## src/rtl/ctlser_pkg.sv

```systemverilog
package ctlser_pkg;
  localparam int DEF_STREAMS  = 8;
  localparam int DEF_CHANNELS = 32;
  localparam int DEF_LEAD     = 1;

  function automatic bit is_pow2(input int v);
    return (v > 0) && ((v & (v - 1)) == 0);
  endfunction
endpackage

```

## src/rtl/ctlser_slot_ctr.sv

```systemverilog
module ctlser_slot_ctr #(
  parameter int N_STREAMS  = ctlser_pkg::DEF_STREAMS,
  parameter int N_CHANNELS = ctlser_pkg::DEF_CHANNELS,
  localparam int ST_W = $clog2(N_STREAMS),
  localparam int CH_W = $clog2(N_CHANNELS)
) (
  input  logic            clk,
  input  logic            rst,
  input  logic            frame_sync,
  output logic [ST_W-1:0] st_nxt,
  output logic [CH_W-1:0] ch_nxt,
  output logic            synced_q
);
  logic [ST_W-1:0] st_q;
  logic [CH_W-1:0] ch_q;
  logic            st_last;
  logic            ch_last;

  assign st_last = (st_q == ST_W'(N_STREAMS - 1));
  assign ch_last = (ch_q == CH_W'(N_CHANNELS - 1));

  // Position that the next edge will launch.
  always_comb begin
    if (frame_sync) begin
      st_nxt = '0;
      ch_nxt = '0;
    end else if (st_last) begin
      st_nxt = '0;
      ch_nxt = ch_last ? '0 : ch_q + 1'b1;
    end else begin
      st_nxt = st_q + 1'b1;
      ch_nxt = ch_q;
    end
  end

  always_ff @(posedge clk) begin
    if (rst) begin
      st_q     <= '0;
      ch_q     <= '0;
      synced_q <= 1'b0;
    end else begin
      st_q <= st_nxt;
      ch_q <= ch_nxt;
      if (frame_sync) synced_q <= 1'b1;
    end
  end
endmodule

```

## src/rtl/ctlser_addr_map.sv

```systemverilog
module ctlser_addr_map #(
  parameter int N_STREAMS  = ctlser_pkg::DEF_STREAMS,
  parameter int N_CHANNELS = ctlser_pkg::DEF_CHANNELS,
  parameter int LEAD       = ctlser_pkg::DEF_LEAD,
  localparam int ST_W   = $clog2(N_STREAMS),
  localparam int CH_W   = $clog2(N_CHANNELS),
  localparam int ADDR_W = $clog2(N_STREAMS * N_CHANNELS)
) (
  input  logic [ST_W-1:0]   st,
  input  logic [CH_W-1:0]   ch,
  output logic [ADDR_W-1:0] addr
);
  logic [CH_W-1:0] ch_tgt;

  generate
    if (ctlser_pkg::is_pow2(N_CHANNELS) && ctlser_pkg::is_pow2(N_STREAMS)) begin : g_pow2
      // Channel wrap and stream placement fall out of bit widths.
      assign ch_tgt = ch + CH_W'(LEAD);
      assign addr   = {st, ch_tgt};
    end else begin : g_generic
      always_comb begin
        ch_tgt = CH_W'((int'(ch) + LEAD) % N_CHANNELS);
        addr   = ADDR_W'(int'(st) * N_CHANNELS + int'(ch_tgt));
      end
    end
  endgenerate
endmodule

```

## src/rtl/ctl_serializer.sv

```systemverilog
module ctl_serializer #(
  parameter int N_STREAMS  = ctlser_pkg::DEF_STREAMS,
  parameter int N_CHANNELS = ctlser_pkg::DEF_CHANNELS,
  parameter int LEAD       = ctlser_pkg::DEF_LEAD,
  localparam int ST_W   = $clog2(N_STREAMS),
  localparam int CH_W   = $clog2(N_CHANNELS),
  localparam int ADDR_W = $clog2(N_STREAMS * N_CHANNELS)
) (
  input  logic              clk,
  input  logic              rst,
  input  logic              frame_sync,
  output logic [ADDR_W-1:0] rd_addr,
  input  logic              rd_data,
  output logic              ctl_out
);
  logic [ST_W-1:0] st_nxt;
  logic [CH_W-1:0] ch_nxt;
  logic            synced_q;

  ctlser_slot_ctr #(
    .N_STREAMS (N_STREAMS),
    .N_CHANNELS(N_CHANNELS)
  ) u_ctr (
    .clk       (clk),
    .rst       (rst),
    .frame_sync(frame_sync),
    .st_nxt    (st_nxt),
    .ch_nxt    (ch_nxt),
    .synced_q  (synced_q)
  );

  ctlser_addr_map #(
    .N_STREAMS (N_STREAMS),
    .N_CHANNELS(N_CHANNELS),
    .LEAD      (LEAD)
  ) u_map (
    .st  (st_nxt),
    .ch  (ch_nxt),
    .addr(rd_addr)
  );

  // Launch on the same edge as the transmit bit of that position.
  always_ff @(posedge clk) begin
    if (rst)                          ctl_out <= 1'b0;
    else if (synced_q || frame_sync)  ctl_out <= rd_data;
    else                              ctl_out <= 1'b0;
  end
endmodule

```

## config.mk

```make
export PLATFORM = sky130hd
export DESIGN_NAME = ctl_serializer
export DESIGN_NICKNAME = d
export VERILOG_FILES = /design/src/rtl/ctlser_pkg.sv /design/src/rtl/ctlser_slot_ctr.sv /design/src/rtl/ctlser_addr_map.sv /design/src/rtl/ctl_serializer.sv
export SDC_FILE = /design/constraint.sdc
export NUM_CORES = 1
export LEC_CHECK = 0
export CORE_UTILIZATION = 35
export CTS_CLUSTER_DIAMETER = 50
export DETAILED_ROUTE_END_ITERATION = 16
export DONT_BUFFER_PORTS = 1
export HOLD_SLACK_MARGIN = 0.06
export PLACE_DENSITY = 0.56
export SYNTH_ARGS = -nofsm -noshare
export SYNTH_HDL_FRONTEND = slang
export SYNTH_SLANG_ARGS = --single-unit
```

## constraint.sdc

```tcl
create_clock -name clk -period 6.63 [get_ports clk]
set_clock_uncertainty 0.05 [all_clocks]
set_input_delay 1.326 -clock clk [delete_from_list [all_inputs] [get_ports clk]]
set_output_delay 1.326 -clock clk [all_outputs]
set_load 0.005 [all_outputs]
```

# After elaboration in Yosys (flattened, before gate mapping)
# Cells that the tools add are included.
# Widths: inputs -> output; s select.
# totals
register_bits,10
inputBits,4
output_inout_bits,9
elab_cells,17
# classes
addsub,3
n_eq_ne,2
n_mux,5
n_bitwise,1
n_reduce_logical,2
# op_table
op,count
$mux 5,3
$add 5x1->5 const B,2
$mux 3,2
$eq 5x5->1 const B,1
$add 3x1->3 const B,1
$eq 3x3->1 const B,1
$reduce_or 2->1,1
$logic_or 1x1->1,1
$not 1->1,1

# Logic depth before layout (Yosys ltp)
# depth
depth_word,5
ltp_mapped,9
depth_no_buf,9

# By module
# A second synthesis with hierarchy kept.
# unflattened
hier_cells,58
hier_area_um2,555.5
# modules_own_cells
mod,instances,cells_per_inst,area_per_inst_um2,seq_area_each_um2
ctlser_slot_ctr,1,45,444.2,180.2
ctlser_addr_map,1,10,75.1,0.0
ctl_serializer,1,3,36.3,20.0

# Worst setup path before layout
# OpenSTA, ideal clock, no wires.
# synth_timing
path_type,in2out
from,in frame_sync
to,out rd_addr[4]
t_arrival_ns,2.206
required_time_ns,5.254
setup_slack_ns,3.048
path_stages,6
path_cell_list,buf_2 a21o_1 inv_2 ha_1 nand4b_2 xnor2_1
# synth_via
elab_chain_len,2
# synth_lines
item,line_no,rtl
from (decl),ctl_serializer.sv:11,"input logic frame_sync,"
$mux 5,ctlser_slot_ctr.sv:24,if (frame_sync) begin
net ch_nxt[0],ctl_serializer.sv:17,logic [CH_W-1:0] ch_nxt;
$add 5x1->5,ctlser_addr_map.sv:18,assign ch_tgt = ch + CH_W'(LEAD);
to (decl),ctl_serializer.sv:12,"output logic [ADDR_W-1:0] rd_addr,"
# The timed path passes the listed nets, and every way through them passes these cells.

# Final worst setup path
# layout_timing
from,reg u_ctr.ch_q[0]
to,out rd_addr[4]
# layout_via
elab_chain_len,5
# layout_lines
item,line_no,rtl
from (decl),ctlser_slot_ctr.sv:15,logic [CH_W-1:0] ch_q;
from (signal assigned),ctlser_slot_ctr.sv:43,ch_q <= ch_nxt;
$add 5x1->5 or $eq 5x5->1 (tied branches),"ctlser_slot_ctr.sv:29, ctlser_slot_ctr.sv:20",
$mux 5,ctlser_slot_ctr.sv:29,ch_nxt = ch_last ? '0 : ch_q + 1'b1;
$mux 5 (*),ctlser_slot_ctr.sv:27,end else if (st_last) begin
$mux 5 (*),ctlser_slot_ctr.sv:24,
net ch_nxt[0],ctl_serializer.sv:17,
$add 5x1->5 (*),ctlser_addr_map.sv:18,
# The timed path passes the listed nets; every way through them passes the cells marked *.

==> results_dict.tcl <==
set metrics [dict create \
    cts_tree "built" \
    syn_nets 63 \
    initial_core_util_pct 39.0 \
    die_h_microns 41.0 \
    wl_met3_microns 68 \
    ys_ff_latch 10 \
    grt_pass1_vias 293 \
    internal-power_uw 96.2 \
    postCtsSetupRepairBufs 0 \
    p_sw_share_pct 20.1 \
    synth_top_cell_by_area "dfxtp_1" \
    fin_crit_sh_pct 57.1 \
    grt_start_max_net_pins 13 \
    postRouteAntennaNets 0 \
    synthTopCellsByArea "dfxtp_1, ha_1, nor2b_1" \
    grt_usage_pct 13.0 \
    syn_area_per_cell_sq_um 9.87 \
    hpwl_microns 656 \
    firstDrtPassIters 4 \
    clock-sinks 10 \
    cts_buffer_depth 2 \
    drive_gt1_share_pct 16.1 \
    drc_errors 0 \
    maxCapViolCount 0 \
    ir_drop_mv 0.138 \
    worst_slew_pin_slew_ns 0.347 \
    top_layer "met4" \
    wl_met1_microns 432 \
    dp.cells 67 \
    layout.cells.non_filler 71 \
    cts_root_buffer "clkbuf_4" \
    dieArea_sq_um 1680 \
    overflow 0 \
    synth_common_cells "dfxtp_1, nor2b_1, ha_1" \
    maxSlewHeadroom_pct 76.9 \
    tns_ns 0 \
    numCtsBuffers 3 \
    syn_to_final_growth_pct 7.28 \
    wl_per_cell_microns 12.6 \
    power_density_nw_per_um2 211 \
    core_area_sq_um 1370 \
    pwr-share-clk_pct 46.4 \
    hp-class "flop to flop" \
    post_dp_cell_area_sq_um 536 \
    ys_seq_area_share_pct 37.6 \
    cts-resized-gates 0 \
    crit_start "u_ctr.ch_q[0]" \
    crit_type "flop to output port" \
    fp-row-count 13 \
    synth_flop_cell "dfxtp_1" \
    rrSetupSlack_ns 4.90 \
    rsz0062_at_grt "no" \
    whs_ns 0.404 \
    yosys_warnings 0 \
    die_w_microns 41.0 \
    dr_wl_met2_microns 381 \
    ctsHoldBuffers 0 \
    hold_viol_final 0 \
    antenna_cells 0 \
    clkLatencyLatePin_ns 0.27 \
    vias_per_cell 5.25 \
    io_pins 13 \
    h-tree-depth 1 \
    syn_inst 54 \
    antenna_found_initial 0 \
    hp-start "u_ctr.st_q[0]" \
    final_nets 66 \
    power_frac_comb_pct 2.2 \
    synth.distinct_cells 28 \
    crit_required_ns 5.25 \
    synth_top_area_share_pct 37.6 \
    grt_pass1_wl_microns 1280 \
    r2r-start "u_ctr.ch_q[0]" \
    synth-edff-count 0 \
    drtIter0Drc 3 \
    crit_path_max_fanout 5 \
    setup_viol 0 \
    p_sw_uw 24.3 \
    arrival_ns 2.41 \
    cts.reportedPaths.clkPinSlew_ns 0.07 \
    final_area_sq_um 572 \
    synth.most_common_cell "dfxtp_1" \
    power_frac_seq_pct 51.4 \
    period_needed_ns 3.79 \
    finalMaxSlewViolations 0 \
    p_leak_uw 0.000263 \
    outcome "finished, final reports clean" \
    gp_congestion 0.728 \
    syn_area_sq_um 533 \
    worstSetupEndpointType "output port" \
    synthArstFlopShare_pct 0 \
    routed_wl_microns 892 \
    max_freq_ghz 0.264 \
    port_buffers 0 \
    start_kind "flop" \
    via_count 373 \
]
==> worst paths after layout <==
check | to | cells after the start
hold / removal | u_ctr.st_q[0] | 1
setup / recovery | rd_addr[4] | 9
hold reg to reg | u_ctr.st_q[0] | 1
setup reg to reg | u_ctr.ch_q[0] | 6
==> per-layer routing <==
layer	track usage, %	vias to the layer above
met2	18.0	10
met1	14.6	169
li1	-	192
met4	5.00	0
met3	10.3	2
met5	0	-
==> state kept, by name (all words and copies together), names as in the netlist <==
name / count
ctl_out: 1
u_ctr.ch_q: 5
u_ctr.st_q: 3
u_ctr.synced_q: 1
==> layout by cell type (no fill, tap or decap), types with 2 or more instances in the layout <==
| master | Yosys | layout |
|---|---|---|
| clkbuf_4 | 0 | 3 |
| dfxtp_1 | 10 | 10 |
| ha_1 | 5 | 5 |
| nor2_1 | 4 | 4 |
| nor2b_1 | 8 | 8 |
| nor3_1 | 2 | 2 |
| xnor2_1 | 2 | 2 |
| xor2_1 | 2 | 2 |
==> power by group through the flow <==
stage,registers (uW),logic [uW],clock network [uW]
final,62.0,2.65,55.9
after global routing,62.1,3.03,60.8
after CTS,62.0,2.76,58.4
after detailed placement,63.3,2.73,0
after global placement,63.3,2.78,0
after floorplan,63.2,3.20,0
==> metrics by stage <==
step           utilization [%]  setup slack (ns)  power (uW)
6_report                  41.8              2.84         120
5_1_grt                   41.8              2.68         126
4_1_cts                   41.8              2.82         123
3_5_place_dp              39.2              3.09        66.1
3_3_place_gp              39.2              3.10        66.1
2_1_floorplan                -              3.05        66.4
==> layout make-up <==
type | instances | area [sq um]
inverter | 2 | 7.51
sequential | 10 | 200
fill | 151 | 795
multi-input combinational | 40 | 309
clock buffer | 4 | 36.3
tap | 15 | 18.8
==> critical path: stages, from the launching register on <==
cell	delay, ns
dfxtp_1	0.34
ha_1	0.23
and3_1	0.19
ha_1	0.23
or3b_1	0.35
a21o_1	0.21
inv_2	0.08
ha_1	0.19
nand4b_2	0.13
xnor2_1	0.20
==> cells by family (layout without fill, tap and decap cells) <==
group                      Yosys count  after routing  synth area share [%]
AOI/OAI and AO/OA                    5              5                  7.04
buffers and inverters                4              6                  4.46
adders and majority gates            5              5                  11.7
muxes                                1              1                  1.88
DFF                                 10             10                  37.6
and+or+nand+nor                     25             25                  30.8
xor gates and xnor gates             4              4                  6.57
No activity file was read; power rests on OpenSTA's default activity.
